$ cat config.mk
export PLATFORM = sky130hd
export DESIGN_NAME = cfg_exit_logger
export DESIGN_NICKNAME = d
export VERILOG_FILES = /design/src/rtl/cfg_log_pkg.sv /design/src/rtl/trig_resolver.sv /design/src/rtl/history_stack.sv /design/src/rtl/read_port.sv /design/src/rtl/cfg_exit_logger.sv
export SDC_FILE = /design/constraint.sdc
export NUM_CORES = 1
export LEC_CHECK = 0
export BUFFER_PORTS_ARGS = -buffer_cell sky130_fd_sc_hd__buf_2
export CORE_MARGIN = 3
export CORE_UTILIZATION = 56
export CTS_CLUSTER_SIZE = 30
export DETAILED_ROUTE_END_ITERATION = 16
export PLACE_DENSITY_LB_ADDON = 0.15
export SLEW_MARGIN = 20
export SYNTH_ARGS = -nofsm -noshare
export SYNTH_HDL_FRONTEND = slang
export SYNTH_SLANG_ARGS = --single-unit
$ cat constraint.sdc
create_clock -name clk -period 4.4 [get_ports clk]
set_input_delay 0.88 -clock clk [delete_from_list [all_inputs] [get_ports clk]]
set_output_delay 0.88 -clock clk [all_outputs]
set_load 0.03 [all_outputs]
$ cat src/rtl/cfg_log_pkg.sv
package cfg_log_pkg;

  localparam int NTRIG  = 5;
  localparam int ST_W   = 2;
  localparam int ADDR_W = 24;
  localparam int WDT_W  = 29;
  localparam int WORD_W = 32;
  localparam int PAD_W  = WORD_W - ST_W - ADDR_W;
  localparam int REC_PAD_W = WORD_W - NTRIG - ST_W - ADDR_W;

  localparam logic [WORD_W-1:0] BAD_CAPTURE = {WORD_W{1'b1}};

  typedef enum logic [1:0] {
    SEL_CUR  = 2'd0,
    SEL_H1   = 2'd1,
    SEL_H2   = 2'd2,
    SEL_NONE = 2'd3
  } rd_sel_e;

  // Keep only the highest-indexed asserted trigger.
  function automatic logic [NTRIG-1:0] pick_cause(input logic [NTRIG-1:0] t);
    logic [NTRIG-1:0] c;
    c = '0;
    for (int i = 0; i < NTRIG; i++) begin
      if (t[i]) c = NTRIG'(1) << i;
    end
    return c;
  endfunction

  function automatic logic [WORD_W-1:0] make_record(
    input logic [NTRIG-1:0]  cause,
    input logic [ST_W-1:0]   st,
    input logic [ADDR_W-1:0] addr
  );
    return {{REC_PAD_W{1'b0}}, cause, st, addr};
  endfunction

  function automatic logic [WORD_W-1:0] cur_word(
    input logic              app,
    input logic              wd_view,
    input logic [ST_W-1:0]   st,
    input logic [ADDR_W-1:0] addr,
    input logic              wen,
    input logic [WDT_W-1:0]  wto
  );
    if (app && wd_view) return {st, wen, wto};
    return {st, {PAD_W{1'b0}}, addr};
  endfunction

endpackage

$ cat src/rtl/trig_resolver.sv
module trig_resolver
  import cfg_log_pkg::*;
(
  input  logic             clk,
  input  logic             rst_n,
  input  logic [NTRIG-1:0] trig,
  input  logic             app_mode,
  output logic             trig_any,
  output logic             log_evt,
  output logic [NTRIG-1:0] cause
);

  logic trig_any_q;
  logic trig_rise;

  assign trig_any  = |trig;
  assign trig_rise = trig_any & ~trig_any_q;
  assign log_evt   = trig_rise & app_mode;
  assign cause     = pick_cause(trig);

  always_ff @(posedge clk) begin
    if (!rst_n) trig_any_q <= 1'b0;
    else        trig_any_q <= trig_any;
  end

  AST_CAUSE_ONEHOT: assert property (@(posedge clk) disable iff (!rst_n)
    log_evt |-> $onehot(cause));

  AST_CAUSE_FROM_LINE: assert property (@(posedge clk) disable iff (!rst_n)
    log_evt |-> ((cause & trig) == cause));

  AST_CAUSE_TOP: assert property (@(posedge clk) disable iff (!rst_n)
    log_evt |-> (cause > (trig ^ cause)));

endmodule

$ cat src/rtl/history_stack.sv
module history_stack
  import cfg_log_pkg::*;
(
  input  logic              clk,
  input  logic              rst_n,
  input  logic              app_mode,
  input  logic              log_evt,
  input  logic [WORD_W-1:0] record,
  output logic [WORD_W-1:0] hist1,
  output logic [WORD_W-1:0] hist2,
  output logic              app_seen
);

  always_ff @(posedge clk) begin
    if (!rst_n) begin
      hist1 <= '0;
      hist2 <= '0;
    end else if (log_evt) begin
      hist1 <= record;
      hist2 <= hist1;
    end
  end

  always_ff @(posedge clk) begin
    if (!rst_n)        app_seen <= 1'b0;
    else if (app_mode) app_seen <= 1'b1;
  end

  AST_SHIFT_DOWN: assert property (@(posedge clk) disable iff (!rst_n)
    log_evt |=> hist2 == $past(hist1));

  AST_LOAD_RECORD: assert property (@(posedge clk) disable iff (!rst_n)
    log_evt |=> hist1 == $past(record));

  AST_FACTORY_FROZEN: assert property (@(posedge clk) disable iff (!rst_n)
    !app_mode |=> $stable(hist1) && $stable(hist2));

  AST_SEEN_STICKY: assert property (@(posedge clk) disable iff (!rst_n)
    app_seen |=> app_seen);

  AST_TOP_BIT_ZERO: assert property (@(posedge clk) disable iff (!rst_n)
    log_evt |=> !hist1[WORD_W-1]);

endmodule

$ cat src/rtl/read_port.sv
module read_port
  import cfg_log_pkg::*;
(
  input  logic              clk,
  input  logic              rst_n,
  input  logic              rd_strobe,
  input  logic [1:0]        rd_sel,
  input  logic              app_mode,
  input  logic              cur_view,
  input  logic [ST_W-1:0]   mstate,
  input  logic [ADDR_W-1:0] boot_addr,
  input  logic              wd_en,
  input  logic [WDT_W-1:0]  wd_timeout,
  input  logic [WORD_W-1:0] hist1,
  input  logic [WORD_W-1:0] hist2,
  input  logic              app_seen,
  output logic [WORD_W-1:0] rd_data,
  output logic              rd_valid
);

  logic [WORD_W-1:0] word_cur;
  logic [WORD_W-1:0] word_sel;
  logic              early_hist;
  rd_sel_e           sel;

  assign sel        = rd_sel_e'(rd_sel);
  assign word_cur   = cur_word(app_mode, cur_view, mstate, boot_addr, wd_en, wd_timeout);
  assign early_hist = ((sel == SEL_H1) || (sel == SEL_H2)) && !app_seen;

  always_comb begin
    unique case (sel)
      SEL_CUR:  word_sel = word_cur;
      SEL_H1:   word_sel = app_seen ? hist1 : BAD_CAPTURE;
      SEL_H2:   word_sel = app_seen ? hist2 : BAD_CAPTURE;
      default:  word_sel = '0;
    endcase
  end

  always_ff @(posedge clk) begin
    if (!rst_n) begin
      rd_data  <= '0;
      rd_valid <= 1'b0;
    end else begin
      rd_valid <= rd_strobe;
      if (rd_strobe) rd_data <= word_sel;
    end
  end

  AST_VALID_AFTER_STROBE: assert property (@(posedge clk) disable iff (!rst_n)
    rd_strobe |=> rd_valid);

  AST_DATA_HOLD: assert property (@(posedge clk) disable iff (!rst_n)
    !rd_strobe |=> $stable(rd_data) && !rd_valid);

  AST_EARLY_MARKER: assert property (@(posedge clk) disable iff (!rst_n)
    (rd_strobe && early_hist) |=> rd_data == BAD_CAPTURE);

  AST_NONE_ZERO: assert property (@(posedge clk) disable iff (!rst_n)
    (rd_strobe && sel == SEL_NONE) |=> rd_data == '0);

endmodule

$ cat src/rtl/cfg_exit_logger.sv
module cfg_exit_logger
  import cfg_log_pkg::*;
(
  input  logic        clk,
  input  logic        rst_n,
  input  logic [4:0]  trig_i,
  input  logic        app_mode,
  input  logic [1:0]  mstate,
  input  logic [23:0] boot_addr,
  input  logic        wd_en,
  input  logic [28:0] wd_timeout,
  input  logic        cur_view,
  input  logic [1:0]  rd_sel,
  input  logic        rd_strobe,
  output logic [31:0] rd_data,
  output logic        rd_valid
);

  logic              trig_any;
  logic              log_evt;
  logic [NTRIG-1:0]  cause;
  logic [WORD_W-1:0] record;
  logic [WORD_W-1:0] hist1;
  logic [WORD_W-1:0] hist2;
  logic              app_seen;

  assign record = make_record(cause, mstate, boot_addr);

  trig_resolver u_res (
    .clk      (clk),
    .rst_n    (rst_n),
    .trig     (trig_i),
    .app_mode (app_mode),
    .trig_any (trig_any),
    .log_evt  (log_evt),
    .cause    (cause)
  );

  history_stack u_hist (
    .clk      (clk),
    .rst_n    (rst_n),
    .app_mode (app_mode),
    .log_evt  (log_evt),
    .record   (record),
    .hist1    (hist1),
    .hist2    (hist2),
    .app_seen (app_seen)
  );

  read_port u_rd (
    .clk        (clk),
    .rst_n      (rst_n),
    .rd_strobe  (rd_strobe),
    .rd_sel     (rd_sel),
    .app_mode   (app_mode),
    .cur_view   (cur_view),
    .mstate     (mstate),
    .boot_addr  (boot_addr),
    .wd_en      (wd_en),
    .wd_timeout (wd_timeout),
    .hist1      (hist1),
    .hist2      (hist2),
    .app_seen   (app_seen),
    .rd_data    (rd_data),
    .rd_valid   (rd_valid)
  );

  AST_LOG_NEEDS_LINE: assert property (@(posedge clk) disable iff (!rst_n)
    log_evt |-> trig_any && app_mode);

endmodule

# ---- Word level (Yosys, flattened, before mapping)
# Index checks and enable logic that the tools add are counted.
dict set report totals {
  regBits 97
  inputBits 68
  out_inout_bits 33
  elab_cells 25
}
dict set report classes {
  eq_ne 2
  muxes 11
  bitwise_logic 3
  n_reduce_logical 3
}
# operator count
set op_table {}
lappend op_table {{two-way mux 32 bit} 4}
lappend op_table {{one-hot mux 32 bit (3 select lines)} 1}
lappend op_table {{two-way mux 5 bit} 1}
lappend op_table {{OR reduction 5 bit} 1}
lappend op_table {{two-way mux 4 bit} 1}
lappend op_table {{two-way mux 3 bit} 1}
lappend op_table {{bitwise AND 1 bit} 2}
lappend op_table {{== test 2 x 1 -> 1 bit (second input constant)} 1}
lappend op_table {{== test 2 bit (second input constant)} 1}
lappend op_table {{logical NOT 2 bit} 1}
lappend op_table {{two-way mux 1 bit} 2}
lappend op_table {{two-way mux 2 bit} 1}
lappend op_table {{logical AND 1 bit} 1}
lappend op_table {{NOT 1 bit} 1}

# ---- Logic depth before layout (Yosys ltp)
dict set report depth {
  word_depth 5
  mapped_depth 7
  ltp_nobuf 4
}

# ---- By module
# A second synthesis with hierarchy kept.
dict set report unflattened {
  hier_cells 477
  hier_area_um2 4605.7
}
# mod n_inst cells_each area_per_inst_um2 seq_area_each_um2
set by_module_without_submodules {}
lappend by_module_without_submodules {history_stack 1 208 2478.6 1301.2}
lappend by_module_without_submodules {read_port 1 256 2019.4 660.6}
lappend by_module_without_submodules {trig_resolver 1 12 103.8 20.0}
lappend by_module_without_submodules {cfg_exit_logger 1 1 3.8 0.0}

# ---- Worst setup path after synthesis
# No wires, ideal clock.
dict set report synth_timing {
  path_kind {input to register}
  startpoint {input trig_i[4]}
  endpoint {register u_hist.hist1[17]}
  setup_time_ns 0.128
  arrival_ns 1.956
  t_required_ns 4.272
  setup_slack_ns 2.316
  stages 6
  n_path_buf 2
  path_cell_list {or3_4 o31a_1 buf_6 buf_6 nand3_1 o21ai_1}
}
dict set report synth_between {
  elab_chain_cells 3
}
# item line
set synth_rtl {}
lappend synth_rtl {{start, declared} cfg_exit_logger.sv:6} ;# input logic [4:0] trig_i,
lappend synth_rtl {{OR reduction 5 bit} trig_resolver.sv:16} ;# assign trig_any = |trig;
lappend synth_rtl {{bitwise AND 1 bit} trig_resolver.sv:17} ;# assign trig_rise = trig_any & ~trig_any_q;
lappend synth_rtl {{bitwise AND 1 bit} trig_resolver.sv:18} ;# assign log_evt = trig_rise & app_mode;
lappend synth_rtl {{end signal, assigned} history_stack.sv:19} ;# hist1 <= record;
lappend synth_rtl {{end, declared} history_stack.sv:9} ;# output logic [WORD_W-1:0] hist1,
# Every way passes these cells.
# A chain may end at the register's enable or synchronous reset.

# ---- Worst setup path after layout
dict set report layout_timing {
  startpoint {input app_mode}
  endpoint {register u_hist.hist1[7]}
}
dict set report layout_between {
  elab_chain_cells 1
}
# item line
set layout_rtl {}
lappend layout_rtl {{start, declared} cfg_exit_logger.sv:7} ;# input logic app_mode,
lappend layout_rtl {{bitwise AND 1 bit} trig_resolver.sv:18}
# Every way passes these cells.

==> run metrics <==
cell count of the worst hold path=2; Core Box Area=~7300 µm²; end of the worst register-to-register path=u_hist.hist1[7]; share of synthesized registers carrying an async set or reset=0%; Synth Area in XOR/XNOR=less than 1%; gate count of the mapped netlist=between 500 and 600; ratio of cells with drive above 1 in the final layout=between 20 and 25%; relative area change from synthesis to final layout=15.1%; total CTS buffers=9; max-slew violation count=0; max cap viols=0; adder and majority gate portion of the synthesized area=0%; Total Die Area=8700 µm²; R2R setup slack=roughly 2.2 ns; static leakage power=between 2 and 2.5 nW; count of flip-flops with a built-in enable after synthesis=0; compound-cell area share of the yosys netlist=a little under a quarter; Netlist Area Pre-Place=4270 µm²; Setup crit end kind=flip-flop; clock skew after layout=~0.0075 ns; number of distinct standard cells referenced by the synthesized netlist=33; slew at the pin closest to its max-slew limit=0.965 ns; pin count of the biggest net entering global routing=about 110; count of endpoints failing hold in the final timing report=0; number of warnings printed during yosys synthesis=0; Nets=647; Pre-Repair DR Iteration Count=4; CTS clk-pin slew, worst paths=roughly 0.090 ns; layout filler cell count=636; number of rows created at floorplan=31; kind of path behind the tightest hold check=flip-flop to flip-flop; master cell of the clock root buffer=sky130_fd_sc_hd__clkbuf_8; die extent in y=between 90 and 100 µm; number of design rule violations left after detail routing=0; final cell count without fillers=around 680; Gates resized, CTS repair=0; simple-gate area share of the yosys netlist=17.8%; total via count after detailed routing=around 3800; unrepaired setup endpoints after global routing=false; kind of critical path=input port to flip-flop; iteration-0 DRC count of the detailed router=just over 200; worst relative slew slack=35.7%; Congestion Overflow GR=0; Mapped Nets=579; clock tree from TritonCTS=yes; Clock Sink Count=between 90 and 100; Avg Vias per Cell=between 5 and 6; Hold Crit Endpoint=u_hist.hist2[29]; reg-to-reg startpoint=u_res.trig_any_q; number of register bits inferred by synthesis=just under 100; Peak supply drop=about 0.00018 V; last weighted congestion value of the routability-driven placer=~0.81; antenna violations before repair=0; arrival time reported for the critical path endpoint=2.88 ns; shortest period the worst path allows=2.59 ns; critical path launch point=app_mode; Antenna Violating Nets Remaining=0; H-tree levels=3; summed negative setup slack over all endpoints=0 ns; clock latency at the later pin of the worst-skew pair=about 0.35 ns; Cell Count Post-Placement=667; Total Routing Usage GR=around a quarter; number of global-route vias before repair=3632; number of buffers inserted by post-CTS setup repair=0; total half-perimeter wirelength after legalization and detailed placement=approximately 6.5 mm; Max FO, Critical Path=34; final count of negative-setup-slack endpoints=0; initial core utilization=58.2%; required time of the critical path=4.69 ns; global-route wire length before repair=roughly 17 mm; Worst Hold Launch=u_hist.hist2[29]; Ports=about 100; share of synthesized area occupied by flip-flops and latches=~45%; number of buffers inserted by hold repair at cts=0; dominant combinational cell family by area after synthesis=compound AO/OA/AOI/OAI gates; chip width=~93 µm; total wire length after detailed routing=around 10 mm; number of cell instances on the worst register-to-register path=5; Final period util=58.8%; count of buffers inserted at the top-level ports=100; run status=finished clean; Fmax achieved=0.386 GHz; ys flop type=sky130_fd_sc_hd__dfxtp_1; Critical Path Source Type=input port; average wire per cell in the routed design=approximately 15 µm; CTS max path bufs=2; antenna diode count=0; average cell area after synthesis=around 8.4 µm²; power density relative to cell area=about 370 nW/µm²; mux contribution to synthesized area=just over 7%
==> kinds of logic after synthesis <==
family / count (synthesis)
flops: 97
mux: 30
simple gates: 168
compound gates: 165
buf+inv: 50
xor+xnor: 1
==> area by class of cell <==
| cell class | instances | area [µm²] | share of cell area (%) |
|---|---|---|---|
| clock buffers | 14 | 173 | 3.52 |
| clock inverters | 2 | 35.0 | 0.713 |
| inverters | 3 | 11.3 | 0.229 |
| multi-input cells | 364 | 2100 | 42.7 |
| flip-flops and latches | 97 | 1940 | 39.6 |
| well taps | 99 | 124 | 2.52 |
| repair buffers | 104 | 531 | 10.8 |
==> Yosys cell counts, drive strengths merged (6+ instances only) <==
library cell	count	area, µm²
nand2	81	304
a211o	24	210
nand3	64	320
dfxtp	97	1940
mux2i	30	300
a21oi	57	285
clkbuf	27	104
nor2	7	26.3
o21ai	68	367
buf	20	128
a311oi	6	52.6
nor2b	9	56.3
==> worst max-delay path, stage by stage <==
cell	delay (ns)
sky130_fd_sc_hd__buf_2	0.10
sky130_fd_sc_hd__nor2b_1	0.54
sky130_fd_sc_hd__o31a_2	0.72
sky130_fd_sc_hd__buf_4	0.39
sky130_fd_sc_hd__nand3_1	0.11
sky130_fd_sc_hd__o21ai_1	0.12
==> placed cells by master, fill, tap and decap left out, drive strengths merged <==
cell / netlist / routed
a211o: 24 / 24
and2b: 1 / 1
buf: 20 / 104
a21oi: 57 / 57
o31ai: 2 / 2
nor2: 7 / 7
nand3: 64 / 64
mux2i: 30 / 30
dfxtp: 97 / 97
or3: 1 / 1
a311oi: 6 / 6
xnor2: 1 / 1
bufinv: 0 / 1
o21a: 2 / 2
and3b: 1 / 1
o31a: 2 / 2
a32oi: 1 / 1
o32ai: 1 / 1
nand2b: 2 / 2
nand2: 81 / 81
inv: 3 / 3
clkinv: 0 / 1
o21ai: 68 / 68
and2: 2 / 2
nor2b: 9 / 9
o22ai: 1 / 1
clkbuf: 27 / 14
a21boi: 1 / 1
==> where the power goes <==
group	leakage, nW	switching (mW)	internal [mW]
sequential	0.792	0.0277	0.921
clock	0.107	0.291	0.310
combinational	1.35	0.170	0.0934
==> registers in the layout, indices dropped and copies added, names as in the netlist <==
register	flops
u_rd.rd_data	32
u_hist.app_seen	1
u_res.trig_any_q	1
u_rd.rd_valid	1
u_hist.hist1	31
u_hist.hist2	31
==> metal layers <==
layer,GRT usage (%),wire length [µm],up-vias
met3,4.02,469,8
met4,8.91,80,0
met5,0,0,-
li1,-,-,1950
met2,40.1,4880,91
met1,30.6,4640,1759
==> per-stage QoR <==
stage	utilization, %	total power [mW]	area, µm²	setup WS [ns]	hold WS (ns)
4_1_cts	66.9	1.82	4900	1.80	0.457
5_1_grt	67.0	1.89	4910	1.60	0.467
2_1_floorplan	-	1.15	4270	2.32	0.429
3_3_place_gp	64.0	1.23	4690	1.50	0.436
3_5_place_dp	64.1	1.23	4700	1.44	0.443
6_report	67.0	1.81	4910	1.81	0.454
==> worst max path at each step <==
stage                            end  slack, ns  cells past startpoint
finish               u_hist.hist1[7]       1.81                      6
detailed placement   u_hist.hist1[7]       1.44                      6
CTS                  u_hist.hist1[7]       1.80                      6
floorplan           u_hist.hist1[17]       2.32                      6
global route         u_hist.hist1[3]       1.60                      6
global placement    u_rd.rd_data[19]       1.50                      5
No activity file was read; power rests on OpenSTA's default activity.
